===== config.mk =====
export PLATFORM = sky130hd
export DESIGN_NAME = pipe_slot
export DESIGN_NICKNAME = d
export VERILOG_FILES = /design/src/rtl/pipe_slot.sv
export SDC_FILE = /design/constraint.sdc
export NUM_CORES = 1
export LEC_CHECK = 0
export ABC_AREA = 0
export CORE_UTILIZATION = 30
export DETAILED_ROUTE_END_ITERATION = 12
export HOLD_SLACK_MARGIN = 0.15
export PLACE_DENSITY = 0.74
export SETUP_SLACK_MARGIN = 0.3
export SLEW_MARGIN = 15
export SYNTH_ARGS = -nofsm -noshare
export SYNTH_HDL_FRONTEND = slang
export SYNTH_SLANG_ARGS = --single-unit
export TNS_END_PERCENT = 50

===== constraint.sdc =====
create_clock -name clk -period 2.2 [get_ports clk]
set_input_delay 0.33 -clock clk [delete_from_list [all_inputs] [get_ports clk]]
set_output_delay 0.33 -clock clk [all_outputs]
set_load 0.005 [all_outputs]

===== src/rtl/pipe_slot.sv =====
module pipe_slot #(
  parameter int WIDTH = 32
) (
  input  logic             clk,
  input  logic             rst_n,
  input  logic             flush,
  input  logic             in_valid,
  output logic             in_ready,
  input  logic [WIDTH-1:0] in_data,
  output logic             out_valid,
  input  logic             out_ready,
  output logic [WIDTH-1:0] out_data
);

  logic             held_q;
  logic [WIDTH-1:0] word_q;
  logic             push, pop;

  assign pop       = held_q & out_ready;
  assign in_ready  = ~flush & (~held_q | out_ready);
  assign push      = in_valid & in_ready;
  assign out_valid = held_q;
  assign out_data  = word_q;

  always_ff @(posedge clk) begin
    if (!rst_n)     held_q <= 1'b0;
    else if (flush) held_q <= 1'b0;
    else if (push)  held_q <= 1'b1;
    else if (pop)   held_q <= 1'b0;
  end

  always_ff @(posedge clk) begin
    if (push) word_q <= in_data;
  end

  a_r2_store_shows: assert property (@(posedge clk) disable iff (!rst_n)
    (in_valid && in_ready) |=> (out_valid && out_data == $past(in_data)));

  a_r3_hold_stable: assert property (@(posedge clk) disable iff (!rst_n)
    (out_valid && !out_ready && !flush) |=> (out_valid && $stable(out_data)));

  a_r4_drain: assert property (@(posedge clk) disable iff (!rst_n)
    (out_valid && out_ready && !in_valid) |=> !out_valid);

  a_r5_swap_keeps_full: assert property (@(posedge clk) disable iff (!rst_n)
    (out_valid && out_ready && in_valid && !flush) |=> out_valid);

  a_r7_flush_empties: assert property (@(posedge clk) disable iff (!rst_n)
    flush |=> !out_valid);

  a_r3_no_accept_blocked: assert property (@(posedge clk) disable iff (!rst_n)
    (out_valid && !out_ready) |-> !in_ready);

endmodule


==> flow_summary.json <==
{
  "synthToLayoutAreaGrowth_pct": 83.15,
  "swShare": 0.1838,
  "place.gp.congestion": 0.6661,
  "synth_compound_area_frac": 0.009768,
  "clock_skew_ns": 0.004243,
  "initial_core_util": 0.3250,
  "power.density_nw_per_um2": 658.2,
  "rows": 20,
  "p_sw_w": 0.0002271,
  "timing.final.crit_period_ns": 1.824,
  "via_per_inst": 4.075,
  "fin_tns_setup_ns": 0,
  "drt_iter0_markers": 8,
  "synth-simple-area-share": 0.02930,
  "vias": 656,
  "max_freq_mhz": 548.2,
  "synth_fa_ha_area_frac": 0,
  "timing.rr.start": "out_valid$_SDFFE_PP0P_",
  "r2r_slack_ns": 1.00,
  "async_reset_ff_frac": 0,
  "holdPathEnd": "out_data[12]$_DFFE_PP_",
  "cp-start-kind": "primary input",
  "slew_headroom": 0.8780,
  "numCtsBuffers": 5,
  "synth_cells": 38,
  "cts-resized-gates": 0,
  "syn-cell-area_sq_um": 1025,
  "end_kind": "primary output",
  "ys_ff_latch": 33,
  "cp_data_arrival_time_ns": 1.49,
  "antenna_found_initial": 0,
  "grt_pass1_wl_um": 2808,
  "core_area_sq_um": 3153,
  "final-setup-viol-count": 0,
  "die_width_um": 60.45,
  "tightest_slew_ns": 0.1828,
  "static-leakage-power_nw": 0.6590,
  "min_path_type": "in2reg",
  "io_pins": 71,
  "clock_path_buffers": 2,
  "yosys_warnings": 0,
  "overflow": 0,
  "seq_power_share": 0.588,
  "cts_root_buffer": "clkbuf_4",
  "pwr-share-clk": 0.299,
  "synth_top_cell_area_share": 0.9377,
  "hold_viol_final": 0,
  "wl_um": 1920,
  "finalNetCount": 153,
  "syn_nets": 75,
  "yosysMostFrequentCell": "edfxtp_1",
  "crit_type": "in2out",
  "grt_pass1_vias": 660,
  "drtPass1Iterations": 2,
  "synthXorXnorAreaFrac": 0,
  "period_share": 0.8291,
  "r2r_end": "out_data[10]$_DFFE_PP_",
  "wl_per_cell_um": 11.93,
  "cts_tree": "yes",
  "port_buffers": 70,
  "hp-start": "in_data[12]",
  "whs_path_depth": 1,
  "p_int_w": 0.001008,
  "track_usage": 0.1174,
  "antenna_cells": 0,
  "clkLatencyLatePin_ns": 0.32,
  "cts.hold.buffers_added": 0,
  "yosysUniqueCellTypes": 7,
  "syn_avg_cell_area_sq_um": 26.97,
  "irDropWorstVdd_v": 0.0004354,
  "grt_max_degree": 33,
  "crit_fanout": 3,
  "synth.area.top_cells": "edfxtp_1, dfxtp_1, nor2b_4",
  "htree_levels": 2,
  "fp.dieH_um": 60.45,
  "synth_edf_count": 32,
  "synth_top_family_by_area": "simple AND/OR/NAND/NOR gates",
  "post_cts_buffers": 0,
  "total_power_w": 0.001235,
  "post-synth-top-area-cell": "edfxtp_1",
  "critPathRequiredTime_ns": 1.87,
  "final_util": 0.5952,
  "clock-sinks": 33,
  "status": "finished clean",
  "synth_ff_type": "edfxtp_1",
  "maxCapViolCount": 0,
  "rsz0062_at_grt": "no",
  "synth-seq-area-share": 0.9573,
  "synth_mux_area_frac": 0,
  "r2r_cells": 3,
  "clkTransAtPathRegs_ns": 0.09,
  "drc_errors": 0,
  "die-area_sq_um": 3654,
  "drive_above_1_share": 0.09402,
  "comb_power_share": 0.113,
  "ant_nets": 0,
  "drv_slew": 0
}
cells in the final DEF, fill, tap and decap left out:
cell / count
clkdlybuf4s50_1: 70
edfxtp_1: 32
clkbuf_4: 5
clkbuf_8: 2
nor2b_4: 1
nor3b_4: 1
nor2_1: 1
inv_1: 1
o211a_1: 1
clkinv_2: 1
dfxtp_1: 1
buf_12: 1
layout make-up:
class                      count  area, sq um
clock buffer                   7        65.06
clock inverter                 1        5.005
multi-input combinational      4        46.29
tap                           44        55.05
timing repair buffer          71        720.7
fill                         260         1276
sequential                    33        980.9
inverter                       1        3.754
cells by family after synthesis:
family,Yosys count
buf+inv,1
compound gates,1
flops,33
simple gates,3
layer usage:
metal | global-route usage | share of wire | vias to the layer above | routed length [um]
met5 | 0 | 0 | - | 0
met4 | 0.06818 | 0.023 | 0 | 44
met3 | 0.1151 | 0.19 | 6 | 366
met2 | 0.1648 | 0.45 | 55 | 862
met1 | 0.1092 | 0.34 | 289 | 647
li1 | - | - | 306 | -
per-stage QoR:
step | hold WS (ns) | cell area, sq um | worst slack [ns] | std cells
final | 0.5539 | 1877 | 0.3759 | 161
after global routing | 0.5217 | 1877 | 0.3423 | 161
after CTS | 0.5307 | 1877 | 0.3558 | 161
after detailed placement | 0.6853 | 1807 | 0.3689 | 153
after global placement | 0.6454 | 1807 | 0.3993 | 153
after floorplan | 0.4289 | 1031 | 0.4802 | 38
power groups by stage:
stage / logic, W / clock network, W / registers, W
5_1_grt: 0.000150 / 0.000422 / 0.000729
3_3_place_gp: 0.000139 / 0 / 0.000740
4_1_cts: 0.000142 / 0.000390 / 0.000727
3_5_place_dp: 0.000141 / 0 / 0.000741
2_1_floorplan: 0.0000139 / 0 / 0.000745
6_report: 0.000140 / 0.000370 / 0.000726
how the worst max path moves through the flow:
stage | start | endpoint | slack (ns)
finish | out_ready | in_ready | 0.38
global route | out_ready | in_ready | 0.34
CTS | out_ready | in_ready | 0.36
detailed placement | out_ready | in_ready | 0.37
global placement | out_ready | in_ready | 0.40
floorplan | out_valid$_SDFFE_PP0P_ | out_data[0]$_DFFE_PP_ | 0.48
state kept, by name, summed over array words and instances (netlist names):
register   count
out_data      32
out_valid      1
worst max-delay path, cell delays in order:
cell	delay, ns
clkdlybuf4s50_1	0.51
nor2b_4	0.06
nor2_1	0.09
clkdlybuf4s50_1	0.50
No activity file was read; power rests on OpenSTA's default activity.
